$ cat config.mk
export PLATFORM = sky130hd
export DESIGN_NAME = enc_interp
export DESIGN_NICKNAME = d
export VERILOG_FILES = /design/src/rtl/enc_interp_pkg.sv /design/src/rtl/enc_sync.sv /design/src/rtl/enc_step_detect.sv /design/src/rtl/enc_period.sv /design/src/rtl/enc_frac.sv /design/src/rtl/enc_interp.sv
export SDC_FILE = /design/constraint.sdc
export NUM_CORES = 1
export LEC_CHECK = 0
export CAP_MARGIN = 40
export CORE_MARGIN = 1.5
export CORE_UTILIZATION = 40
export CTS_BUF_LIST = sky130_fd_sc_hd__clkbuf_8
export CTS_CLUSTER_SIZE = 28
export DETAILED_ROUTE_END_ITERATION = 10
export PLACE_DENSITY = 0.61
export SLEW_MARGIN = 20
export SYNTH_ARGS = -nofsm -noshare
export SYNTH_HDL_FRONTEND = slang
export SYNTH_SLANG_ARGS = --single-unit
$ cat constraint.sdc
create_clock -name clk -period 10.1 [get_ports clk]
set_clock_uncertainty 0.1 [all_clocks]
set_input_delay 2.02 -clock clk [delete_from_list [all_inputs] [get_ports clk]]
set_output_delay 2.02 -clock clk [all_outputs]
set_load 0.05 [all_outputs]
$ cat src/rtl/enc_interp_pkg.sv
package enc_interp_pkg;

    typedef enum logic {
        DIR_FWD = 1'b0,
        DIR_REV = 1'b1
    } dir_e;

endpackage

$ cat src/rtl/enc_sync.sv
module enc_sync #(
    parameter int W      = 9,
    parameter int STAGES = 2
) (
    input  logic         clk,
    input  logic         rst,
    input  logic [W-1:0] d_i,
    output logic [W-1:0] q_o
);

    typedef struct packed {
        logic [STAGES-1:0][W-1:0] stg;
    } sync_t;

    sync_t st_d, st_q;

    always_comb begin
        st_d.stg = {st_q.stg[STAGES-2:0], d_i};
    end

    always_ff @(posedge clk) begin
        if (rst) st_q <= '0;
        else     st_q <= st_d;
    end

    assign q_o = st_q.stg[STAGES-1];

endmodule

$ cat src/rtl/enc_step_detect.sv
module enc_step_detect
    import enc_interp_pkg::*;
#(
    parameter int W    = 9,
    parameter int FILL = 3
) (
    input  logic         clk,
    input  logic         rst,
    input  logic [W-1:0] code_i,
    output logic         step_o,
    output dir_e         dir_o,
    output logic         armed_o
);

    localparam int FW = $clog2(FILL + 1);

    typedef struct packed {
        logic [W-1:0]  prev;
        logic [FW-1:0] fill;
        logic [1:0]    edges;
        dir_e          dir;
    } det_t;

    det_t st_d, st_q;
    logic         filled;
    logic [W-1:0] delta;

    always_comb begin
        st_d      = st_q;
        st_d.prev = code_i;
        filled    = (st_q.fill == FW'(FILL));
        delta     = code_i - st_q.prev;
        step_o    = filled && (code_i != st_q.prev);
        if (!filled) st_d.fill = st_q.fill + FW'(1);
        if (step_o) begin
            st_d.dir = delta[W-1] ? DIR_REV : DIR_FWD;
            if (st_q.edges != 2'd2) st_d.edges = st_q.edges + 2'd1;
        end
    end

    always_ff @(posedge clk) begin
        if (rst) st_q <= '{prev: '0, fill: '0, edges: '0, dir: DIR_FWD};
        else     st_q <= st_d;
    end

    assign dir_o   = st_q.dir;
    assign armed_o = (st_q.edges == 2'd2);

endmodule

$ cat src/rtl/enc_period.sv
module enc_period #(
    parameter int CNT_W = 16
) (
    input  logic             clk,
    input  logic             rst,
    input  logic             step_i,
    output logic [CNT_W-1:0] elapsed_o,
    output logic [CNT_W-1:0] period_o,
    output logic             stale_o,
    output logic             psat_o
);

    localparam logic [CNT_W-1:0] CNT_MAX = {CNT_W{1'b1}};

    typedef struct packed {
        logic [CNT_W-1:0] cnt;
        logic [CNT_W-1:0] period;
    } per_t;

    per_t st_d, st_q;
    logic [CNT_W-1:0] inc;

    always_comb begin
        st_d = st_q;
        inc  = (st_q.cnt == CNT_MAX) ? CNT_MAX : st_q.cnt + CNT_W'(1);
        if (step_i) begin
            st_d.cnt    = '0;
            st_d.period = inc;
        end else begin
            st_d.cnt    = inc;
        end
    end

    always_ff @(posedge clk) begin
        if (rst) st_q <= '0;
        else     st_q <= st_d;
    end

    assign elapsed_o = st_d.cnt;
    assign period_o  = st_q.period;
    assign stale_o   = (st_d.cnt == CNT_MAX);
    assign psat_o    = (st_q.period == CNT_MAX) || (st_q.period == '0);

endmodule

$ cat src/rtl/enc_frac.sv
module enc_frac #(
    parameter int CNT_W  = 16,
    parameter int FRAC_W = 2
) (
    input  logic [CNT_W-1:0]  elapsed_i,
    input  logic [CNT_W-1:0]  period_i,
    output logic [FRAC_W-1:0] frac_o
);

    localparam int NLEV = 1 << FRAC_W;
    localparam int PW   = CNT_W + FRAC_W;

    logic [PW-1:0]   scaled;
    logic [NLEV-1:1] ge;

    assign scaled = {elapsed_i, {FRAC_W{1'b0}}};

    for (genvar j = 1; j < NLEV; j++) begin : g_lvl
        logic [PW-1:0] thr;
        assign thr   = PW'(period_i) * PW'(j);
        assign ge[j] = (scaled >= thr);
    end

    always_comb begin
        frac_o = '0;
        for (int i = 1; i < NLEV; i++) begin
            frac_o = frac_o + FRAC_W'(ge[i]);
        end
    end

endmodule

$ cat src/rtl/enc_interp.sv
module enc_interp
    import enc_interp_pkg::*;
#(
    parameter int CODE_W      = 9,
    parameter int FRAC_W      = 2,
    parameter int CNT_W       = 16,
    parameter int SYNC_STAGES = 2
) (
    input  logic                     clk,
    input  logic                     rst,
    input  logic [CODE_W-1:0]        enc_code_i,
    output logic [CODE_W+FRAC_W-1:0] angle_o,
    output logic                     angle_valid_o
);

    localparam int ANG_W = CODE_W + FRAC_W;

    typedef struct packed {
        logic [ANG_W-1:0] angle;
        logic             valid;
    } out_t;

    out_t st_d, st_q;

    logic [CODE_W-1:0] code_sync;
    logic              step_w;
    dir_e              dir_w;
    logic              armed_w;
    logic [CNT_W-1:0]  elapsed_w;
    logic [CNT_W-1:0]  period_w;
    logic              stale_w;
    logic              psat_w;
    logic [FRAC_W-1:0] frac_w;
    logic [FRAC_W-1:0] frac_eff;
    logic [ANG_W-1:0]  base;

    enc_sync #(.W(CODE_W), .STAGES(SYNC_STAGES)) i_sync (
        .clk (clk),
        .rst (rst),
        .d_i (enc_code_i),
        .q_o (code_sync)
    );

    enc_step_detect #(.W(CODE_W), .FILL(SYNC_STAGES + 1)) i_det (
        .clk     (clk),
        .rst     (rst),
        .code_i  (code_sync),
        .step_o  (step_w),
        .dir_o   (dir_w),
        .armed_o (armed_w)
    );

    enc_period #(.CNT_W(CNT_W)) i_per (
        .clk       (clk),
        .rst       (rst),
        .step_i    (step_w),
        .elapsed_o (elapsed_w),
        .period_o  (period_w),
        .stale_o   (stale_w),
        .psat_o    (psat_w)
    );

    enc_frac #(.CNT_W(CNT_W), .FRAC_W(FRAC_W)) i_frac (
        .elapsed_i (elapsed_w),
        .period_i  (period_w),
        .frac_o    (frac_w)
    );

    always_comb begin
        base     = {code_sync, {FRAC_W{1'b0}}};
        frac_eff = (armed_w && !step_w && !stale_w && !psat_w) ? frac_w : '0;
        if (dir_w == DIR_REV) st_d.angle = base - ANG_W'(frac_eff);
        else                  st_d.angle = base + ANG_W'(frac_eff);
        st_d.valid = armed_w;
    end

    always_ff @(posedge clk) begin
        if (rst) st_q <= '0;
        else     st_q <= st_d;
    end

    assign angle_o       = st_q.angle;
    assign angle_valid_o = st_q.valid;

endmodule

======== Word-level counts from Yosys, hierarchy flattened ========
Cells that the tools add are included.
word-level totals
  register bits ........................... 76
  output and inout bits ................... 12
  word-level logic and storage cells ...... 44
operators by class
  $add $sub $neg .......................... 8
  $mul .................................... 1
  order comparisons ....................... 3
  eq/ne operators ......................... 7
  muxes and demuxes ....................... 5
  reduce and logical (&&, ||, !) cells .... 10
operators by type and width
  operator                 count
  $eq A16 B16 Y1 const B   3
  $mux W16                 2
  $ge A18 B16 Y1           1
  $ge A18 B17 Y1           1
  $ge A18 B18 Y1           1
  $mul A16 B2 Y18 const B  1
  $add A16 B1 Y16 const B  1
  $logic_not A16 Y1        1
  $add A11 B2 Y11          1
  $mux W11                 1
  $sub A11 B2 Y11          1
  $ne A9 B9 Y1             1
  $sub A9 B9 Y9            1
  $add A2 B1 Y2 const B    2
  $eq A2 B2 Y1 const B     2
  $logic_and A1 B1 Y1      4
  $logic_not A1 Y1         3
  $add A1 B1 Y2            1
  $add A2 B1 Y2            1
  $mux W2                  1
  $ne A2 B2 Y1 const B     1
  $reduce_and A2 Y1        1
  $logic_or A1 B1 Y1       1
  $mux W1                  1

======== Depth between registers and ports, before layout ========
Gate-level depths: netlist of the first run.
  depth in word-level cells ............... 10
  mapped depth ............................ 21
  mapped depth without buffers ............ 21

======== Hierarchy ========
Synthesis of the first run repeated with hierarchy kept, for this count alone.
second synthesis, totals
  cells, all modules ...................... 590
  area, all modules ....................... 5216.3 µm²
by module, submodules not included
  module           instances  cells each  area an instance (µm²)  sequential area each (µm²)
  enc_period       1          213         1741.7                  640.6
  enc_frac         1          209         1730.4                  0.0
  enc_step_detect  1          70          679.4                   280.3
  enc_interp       1          61          575.6                   240.2
  enc_sync         1          37          489.2                   360.3

======== Least setup slack after synthesis of the first run ========
OpenSTA, ideal clock, no wires.
  path type ............................... reg2reg
  start point ............................. register i_per.st_q, in the netlist i_per.period_o[1]
  end point ............................... register st_q, in the netlist angle_o[6]
  setup time .............................. 128 ps
  data arrival time ....................... 4946 ps
  required time ........................... 9872 ps
  path slack .............................. 4927 ps
  stages on the path, launching flop included .. 21
  path buffers ............................ 0
  cells stage by stage .................... dfxtp_1 -> and2_1 -> fa_1 -> a211o_1 -> a21oi_1 -> o21a_1 -> o21ai_0 -> nor2_1 -> xor2_1 -> ha_1 -> and4_1 -> a2111oi_0 -> o211ai_1 -> a221oi_1 -> fa_1 -> or2_2 -> ha_1 -> or3_1 -> nor4_1 -> xnor2_1 -> nor2_1
on the way
  longest elaborated chain between the ends .. 7
ends and longest elaborated chain
  item                                                       RTL line                            RTL
  start: declaration                                         enc_period.sv:20                    per_t st_d, st_q;
  start signal: assignment                                   enc_period.sv:36                    else st_q <= st_d;
  branches (longest 4 deep; another with $mul A16 B2 Y18)    n/a
  $mux W2 *                                                  enc_interp.sv:71                    frac_eff = (armed_w && !step_w && !stale_w && !psat_w) ? frac_w : '0;
  $add A11 B2 Y11 / $sub A11 B2 Y11 (equally long branches)  enc_interp.sv:73, enc_interp.sv:72
  $mux W11 *                                                 enc_interp.sv:72                    if (dir_w == DIR_REV) st_d.angle = base - ANG_W'(frac_eff);
  end signal: assignment                                     enc_interp.sv:79                    else st_q <= st_d;
  end: declaration                                           enc_interp.sv:23                    out_t st_d, st_q;
Every way passes the cells marked *.
A chain may end at the register's enable or synchronous reset.

======== Final worst setup path of the first run ========
  start point ............................. register i_per.st_q, in the netlist i_per.period_o[4]
  end point ............................... register st_q, in the netlist angle_o[6]
The elaborated chain is that of the path after synthesis.

==> summary.txt, run 1 <==
part of the power in registers: 43.5%
GRT overflow: 0
Internal: 511 µW
antenna-violating nets left: 0
PnR worst setup slack: 4.10 ns
Leak: 0.00227 µW
setup bufs post-CTS: 0
Final Cycle Share: 59.5%
power consumption: 751 µW
post-DP HPWL: 8840 µm
clk slew on worst S/H paths: 0.09 ns
port buffer count: 22
sequential area share after synthesis: 30.8%
Clk Latency, worst-skew pair: 0.36 ns
Synth warnings: 0
Ant. Diodes: 0
Core Area: 12000 µm²
largest net degree at the start of global routing: 67
max_slew headroom: 54.7%
critical path peak fanout: 6
hold buffer count at cts: 0
Post-Syn Nets: 657
multi-input logic area: 3250 µm²
clock power share: 31.3%
number of remaining DRC errors: 0
Cell Area, Synth: 4940 µm²
# placed instances: 727
Layout fillers: 1206
vias in the first global route: 3765
Max VDD drop: 0.0821 mV
most numerous cell in the Yosys netlist: nor2_1
Tightest Pin Transition: 0.680 ns
TritonRoute pass-1 iters: 5
min cycle time layout: 6.00 ns
type of the worst setup path: reg -> reg
Post-synth EDFFs: 0
H-tree lvl count: 3
CTS tree: done
initial antenna violation count: 0
synth top area cells: dfxtp_1 31%, ha_1 20%, nor2_1 6.1%, nor2b_1 4.3%, a21oi_1 3.7%
fmax: 167 MHz
Min-Delay Path Class: reg -> reg
Root Buffer: clkbuf_8
drt total wl: 11400 µm
Post-Synthesis Cells: 567
final hold violation count: 0
CTS buffer count: 9
max-cap check violation count: 0
WP data required: 10.23 ns
setup_tns: 0 ns
synth cell count leaders: 80 x nor2_1, 77 x ha_1, 76 x dfxtp_1
routed via count: 3988
arrival time at the worst endpoint: 6.14 ns
Sw Share: 31.9%
die area: 13000 µm²
Final Setup Violations: 0
drt initial violations: 237
Initial Util: 41.1%
gpl congestion: 0.829
Mean Syn Cell Area: 8.71 µm²
Synth top area share: 30.8%
Place WS: 4.15 ns
vias per std cell: 5.37
maximum clock path buffer count: 2
Finished Layout Cells: 743
Die Wd: 114 µm
routed len/inst: 15.3 µm
Setup crit end kind: register
clk sinks: 76
first-pass GRT wire length: 18700 µm
# IOs: 23
PostCTS Resize Cnt: 0
# rows: 40
post-synth top area cell: dfxtp_1
count of cell types in the netlist: 58
unrepaired setup endpoints after global routing: false
nets: 681
Post-synth ARST share: 0%
status: finished clean
Critical Path Start Type: register
Reg area: 1520 µm²
Net Switching: 240 µW
combinational power share: 25.1%
power per cell area: 136 nW/µm²
Synth Flop Type: dfxtp_1
Area Overhead vs Synth: 11.9%
share of cells above drive strength 1: 6.71%
Slew Viols, Final: 0
gr usage total: 18.2%
Seq cells post-synth: 76
floorplan die height: 114 µm
registers in the layout, summed over array words and instances (netlist names):
register / count
angle_o: 11
i_det.dir_o: 1
i_det.st_q: 13
angle_valid_o: 1
i_sync.st_d: 9
i_per.period_o: 16
i_sync.q_o: 9
i_per.st_q: 16
worst max-delay path: stages, from the launching register on:
cell and delay, ns:
dfxtp_1 0.39, inv_1 0.10, ha_1 0.37, and2_0 0.18, o21ai_0 0.29, a31oi_1 0.18
a41o_1 0.29, o21ai_0 0.29, nand2_1 0.09, ha_1 0.30, and4_1 0.19, a2111oi_0 0.41
o211ai_1 0.16, a221oi_1 0.53, fa_1 0.55, or2_2 0.33, ha_1 0.20, or3_1 0.40
nor4_1 0.29, xnor2_1 0.16, nor2_1 0.05
power by group through the flow:
stage | sequential (µW) | clock, µW | combinational, µW
2_1_floorplan | 335 | 0 | 129
3_3_place_gp | 333 | 0 | 184
3_5_place_dp | 334 | 0 | 188
4_1_cts | 327 | 241 | 189
5_1_grt | 329 | 257 | 212
6_report | 327 | 235 | 189
path summary, 6_finish.rpt:
path	startpoint	endpoint	slack, ns	cells after the start
max	i_per.period_o[4]	angle_o[6]	4.10	20
min	i_sync.st_d[12]	i_sync.q_o[3]	0.34	1
max reg2reg	i_per.period_o[4]	angle_o[6]	4.10	20
min reg2reg	i_sync.st_d[12]	i_sync.q_o[3]	0.34	1
per-stage QoR:
stage / cell area (µm²) / hold WS, ns / util (%)
after CTS: 5530 / 0.338 / 46.0
after global routing: 5530 / 0.357 / 46.0
after detailed placement: 5330 / 0.321 / 44.3
after global placement: 5310 / 0.325 / 44.2
after floorplan: 4940 / 0.314 / -
final: 5530 / 0.337 / 46.0
layout by cell type (no fill, tap or decap), types with 10 or more instances in the layout:
cell	synthesis	routed
o21ai_0	22	22
ha_1	77	77
xor2_1	11	11
clkdlybuf4s50_1	0	21
nand4_1	10	10
a211oi_1	10	10
nand3_1	13	13
nand2_1	20	20
xnor2_1	15	15
a21o_1	12	12
nor2_1	80	80
dfxtp_1	76	76
nor3_1	12	12
inv_1	31	32
a21oi_1	36	36
nor2b_1	34	34
cell families after synthesis:
family	count (synthesis)	share of synthesized area, %
compound gates	121	16.5
flops	76	30.8
simple gates	215	23.1
buf+inv	44	3.35
fa+ha+maj	80	20.5
xor+xnor	26	4.61
mux	5	1.12
metal layers:
| metal | vias to the layer above | global-route usage [%] | part of all wire (%) |
|---|---|---|---|
| met5 | - | 0 | 0 |
| met4 | 0 | 5.83 | 1.5 |
| met3 | 14 | 4.08 | 3.8 |
| met2 | 57 | 28.9 | 45 |
| met1 | 1842 | 24.5 | 50 |
| li1 | 2075 | - | - |
layout make-up:
| class | count | area share, % |
|---|---|---|
| well taps | 147 | 3.33 |
| flip-flops and latches | 76 | 27.5 |
| repair buffers | 26 | 4.51 |
| multi-input cells | 447 | 58.9 |
| clock buffers | 9 | 2.24 |
| inverters | 31 | 2.11 |
| clock inverters | 7 | 1.38 |
No activity file was read; power rests on OpenSTA's default activity.
==> run 2: changes to the inputs <==
Settings changed: PLACE_DENSITY 0.61 to 0.63.
Clock period 10.1 ns to 5.3 ns, I/O delays scaled along.
==> run 2 against run 1 <==
Net effect: die area stayed put; global-route usage is 1.7 points higher; sequential share of layout area is 3.4 points lower; clock-buffer cell count stayed put; utilization is 6.6 points higher; clock power is 90% higher; critical endpoint is now angle_o[4]; critical path depth stayed put.
==> summary.txt, run 2 (synthesis results as in run 1) <==
commonest non-fill, non-tap cells in the layout: 79 x buf_4, 77 x nor2_1, 71 x ha_1
Reg2Reg Setup Slack: 0.10 ns
H-tree lvl count: 3
share of cells above drive strength 1: 22.6%
# IOs: 23
clk slew on worst S/H paths: 0.09 ns
max_slew headroom: 60.3%
PnR worst setup slack: 0.103 ns
routed len/inst: 15.6 µm
antenna-violating nets left: 0
Worst path slowest cell: fa_1
Tightest Pin Transition: 0.588 ns
post-DP HPWL: 10000 µm
Die Wd: 114 µm
Layout fillers: 1098
Worst Reg2Reg Path Length in Cells: 20
setup_tns: 0 ns
die area: 13000 µm²
arrival time at the worst endpoint: 5.39 ns
critical path peak fanout: 6
port buffer count: 22
Ant. Diodes: 0
most common cell after layout, fill and taps aside: buf_4
Clk Latency, worst-skew pair: 0.36 ns
Finished Layout Cells: 819
Max VDD drop: 0.156 mV
Slew Viols, Final: 0
drt initial violations: 236
# rows: 40
Worst Hold Launch: i_sync.st_d[13]
Core Area: 12000 µm²
Leak: 0.00269 µW
Final Cycle Share: 98.1%
vias in the first global route: 4296
gpl congestion: 0.882
Crit Reg-Reg Endpoint: angle_o[4]
power consumption: 1520 µW
maximum clock path buffer count: 2
fmax: 192 MHz
routed via count: 4384
hold depth: 1
TritonRoute pass-1 iters: 4
# placed instances: 800
clk sinks: 76
drt total wl: 12800 µm
hold buffer count at cts: 0
nets: 757
number of remaining DRC errors: 0
final hold violation count: 0
status: finished clean
max-cap check violation count: 0
gr usage total: 19.8%
Critical Path, Cell by Cell: inv_1, ha_1, and2_1, o21ai_2, a31oi_4, a41o_1, or3_1, nand2_2, ha_4, and4_4, a2111oi_4, o211ai_1, a221oi_2, buf_4, fa_1, or2_4, ha_4, or3_4, or3_4, a21oi_2
initial antenna violation count: 0
delay of the slowest critical-path stage: 0.45 ns
Root Buffer: clkbuf_8
CTS buffer count: 9
power per cell area: 240 nW/µm²
type of the worst setup path: reg -> reg
Final Setup Violations: 0
Place WS: -0.359 ns
Endpoint, Worst Hold: i_sync.q_o[4]
Critical Path Start Type: register
CTS tree: done
first-pass GRT wire length: 20300 µm
floorplan die height: 114 µm
Setup crit end kind: register
GRT overflow: 0
min cycle time layout: 5.20 ns
largest net degree at the start of global routing: 37
Initial Util: 41.1%
Min-Delay Path Class: reg -> reg
vias per std cell: 5.35
WP data required: 5.49 ns
Area Overhead vs Synth: 28.1%
reg2reg start: i_per.period_o[4]
-- run 2: cell count changes in the layout (fill, tap and decap cells not counted), moves of 3 or more --
| cell | before | now |
|---|---|---|
| a21oi_1 | 36 | 31 |
| a21oi_2 | 0 | 4 |
| buf_4 | 3 | 79 |
| clkinvlp_4 | 3 | 0 |
| dfxtp_1 | 76 | 70 |
| dfxtp_2 | 0 | 6 |
| ha_1 | 77 | 71 |
| ha_4 | 0 | 5 |
| nor2_1 | 80 | 77 |
| nor2_2 | 0 | 3 |
| nor3_1 | 12 | 9 |
| nor3_2 | 1 | 4 |
-- run 2: worst max path at each step --
stage,from,end,slack [ns],cells after the start
finish,i_per.period_o[4],angle_o[4],0.10,20
floorplan,i_per.period_o[1],angle_o[6],0.13,20
CTS,i_per.period_o[1],angle_o[4],0.01,20
detailed placement,i_per.period_o[2],angle_o[6],-0.36,21
global route,i_per.period_o[4],angle_o[4],-0.04,20
global placement,i_per.period_o[2],angle_o[6],-0.20,21
-- run 2: final cells by class --
cell class                      count  area (µm²)  area share (%)
Tap cell                          147         184            2.91
Inverter                           31         116            1.84
Multi-Input combinational cell    447        3480            55.0
Sequential cell                    76        1530            24.2
Clock buffer                        9         124            1.96
Timing Repair Buffer              102         820            13.0
Clock inverter                      7        73.8            1.17
-- run 2: per-stage QoR --
| step | instance area [µm²] | utilization, % | hold WS [ns] |
|---|---|---|---|
| after floorplan | 4940 | - | 0.314 |
| after global placement | 5870 | 48.9 | 0.328 |
| after detailed placement | 5870 | 48.9 | 0.322 |
| after CTS | 6120 | 51.0 | 0.329 |
| after global routing | 6320 | 52.6 | 0.345 |
| final | 6320 | 52.6 | 0.329 |
-- run 2: critical path: cells and delay by family (launching register included) --
| kind | cells | cell delay (ns) |
|---|---|---|
| and+or+nand+nor | 7 | 1.86 |
| AOI/OAI and AO/OA | 7 | 1.50 |
| adders and majority gates | 4 | 1.12 |
| DFF | 1 | 0.34 |
| buffers and inverters | 2 | 0.21 |
-- run 2: report_power, final --
group,internal [µW],switching [µW]
registers,599,19.2
logic,213,238
clock network,220,227
total,1030,484
-- run 2: metal layers --
metal	up-vias	routed length (µm)	track usage, %
met5	-	0	0
met1	2068	5900	25.2
met3	14	400	4.55
met4	0	187	4.83
met2	71	6320	34.2
li1	2231	-	-
-- run 2: repair_timing --
item | CTS | global route
setup buffers | 1 | 2
endpoints found under the setup margin | 8 | 7
pin swaps | 7 | 21
resized for setup | 15 | 35
==> run 3: changes to the inputs <==
Settings changed: ABC_CLOCK_PERIOD_IN_PS set to 5300, CORE_UTILIZATION 40 to 50, PLACE_DENSITY 0.63 to unset, PLACE_DENSITY_LB_ADDON set to 0.05.
==> run 3 against run 2 <==
Net effect: sequential power barely moved; via count down 0.62%; maximum frequency is 1.9% higher; largest power group unchanged.
==> summary.txt, run 3 (synthesis results as in run 1) <==
status: finished clean
first-pass GRT wire length: 20300 µm
vias in the first global route: 4167
fmax: 196 MHz
share of cells above drive strength 1: 21.2%
min cycle time layout: 5.10 ns
Layout fillers: 875
Final Setup Violations: 0
routed via count: 4357
Tightest Pin Transition: 0.611 ns
final hold violation count: 0
type of the worst setup path: reg -> reg
clk sinks: 76
Finished Layout Cells: 811
WP data required: 5.43 ns
post-DP HPWL: 10000 µm
PnR worst setup slack: 0.201 ns
drt total wl: 12500 µm
floorplan die height: 102 µm
Core Area: 9680 µm²
maximum clock path buffer count: 2
gpl congestion: 0.871
H-tree lvl count: 3
Min-Delay Path Class: reg -> reg
gr usage total: 25.2%
power consumption: 1440 µW
power per cell area: 233 nW/µm²
arrival time at the worst endpoint: 5.23 ns
# rows: 36
Initial Util: 51.0%
Leak: 0.00270 µW
Slew Viols, Final: 0
CTS buffer count: 9
clk slew on worst S/H paths: 0.08 ns
most common cell after layout, fill and taps aside: buf_4
Critical Path Start Type: register
Setup crit end kind: register
CTS tree: done
Place WS: -0.295 ns
nets: 763
Area Overhead vs Synth: 25.7%
Ant. Diodes: 0
die area: 10500 µm²
vias per std cell: 5.37
routed len/inst: 15.4 µm
number of remaining DRC errors: 0
Clk Latency, worst-skew pair: 0.35 ns
initial antenna violation count: 0
TritonRoute pass-1 iters: 4
# IOs: 23
max-cap check violation count: 0
Root Buffer: clkbuf_8
max_slew headroom: 58.7%
commonest non-fill, non-tap cells in the layout: 86 x buf_4, 79 x nor2_1, 74 x ha_1, 74 x dfxtp_1, 34 x nor2b_1
hold buffer count at cts: 0
critical path peak fanout: 6
drt initial violations: 239
Die Wd: 102 µm
Final Cycle Share: 96.2%
# placed instances: 790
antenna-violating nets left: 0
GRT overflow: 0
largest net degree at the start of global routing: 50
Max VDD drop: 0.165 mV
port buffer count: 22
## run 3: cell count changes in the layout (fill, tap and decap cells not counted), sizes merged
cell,change
buf,+6
clkinv,+1
inv,-1
clkinvlp,+1
bufinv,-1
## run 3: cell type report
cell class                      instances  area, µm²  share of cell area [%]
Clock inverter                          7       43.8                   0.706
Tap cell                              133        166                    2.68
Inverter                               31        116                    1.88
Timing Repair Buffer                  108        861                    13.9
Clock buffer                            9        124                    2.00
Multi-Input combinational cell        447       3370                    54.3
Sequential cell                        76       1520                    24.6
## run 3: path summary, 6_finish.rpt
kind	start	to	slack (ns)	cells after the start
min reg2reg	i_sync.st_d[11]	i_sync.q_o[2]	0.34	1
min	i_sync.st_d[11]	i_sync.q_o[2]	0.34	1
max	i_per.period_o[1]	angle_o[6]	0.20	21
max reg2reg	i_per.period_o[1]	angle_o[6]	0.20	21
## run 3: timing repair
| action | CTS | global route |
|---|---|---|
| gates resized for setup | 7 | 23 |
| setup buffers | 0 | 5 |
| pin swaps | 2 | 23 |
| endpoints found under the setup margin | 6 | 6 |
## run 3: routing by layer
layer	track usage [%]	vias up	wire length, µm
met4	5.06	0	117
met5	0	-	0
met3	4.10	8	685
li1	-	2241	-
met1	36.3	2021	6120
met2	39.6	87	5550
## run 3: power by group
part	switching (µW)	internal, µW
Clock	220	168
Sequential	16.2	598
Combinational	222	219
Total	458	985
## run 3: worst max-delay path, cell delays in order, from the launching register on
cell and delay [ns]:
dfxtp_2 0.33, buf_4 0.13, buf_4 0.13, ha_1 0.30, nand4_1 0.13, a21o_1 0.16, a31oi_1 0.11, a41o_1 0.26
or3_1 0.31, nand2_1 0.09, ha_1 0.23, and4_4 0.18, a2111oi_4 0.29, o211ai_1 0.15, a221oi_2 0.30, fa_1 0.45
or2_4 0.25, ha_2 0.18, or3_4 0.44, nor4_4 0.23, xnor2_1 0.14, nor2_1 0.07
## run 3: stage by stage
| stage | instance area, µm² | utilization, % | hold WS (ns) | setup TNS, ns |
|---|---|---|---|---|
| after global routing | 6200 | 64.1 | 0.360 | -0.0959 |
| after detailed placement | 5880 | 60.7 | 0.326 | -0.976 |
| after CTS | 6080 | 62.8 | 0.346 | 0 |
| after global placement | 5880 | 60.7 | 0.316 | -0.408 |
| final | 6200 | 64.1 | 0.342 | 0 |
| after floorplan | 4940 | - | 0.314 | 0 |
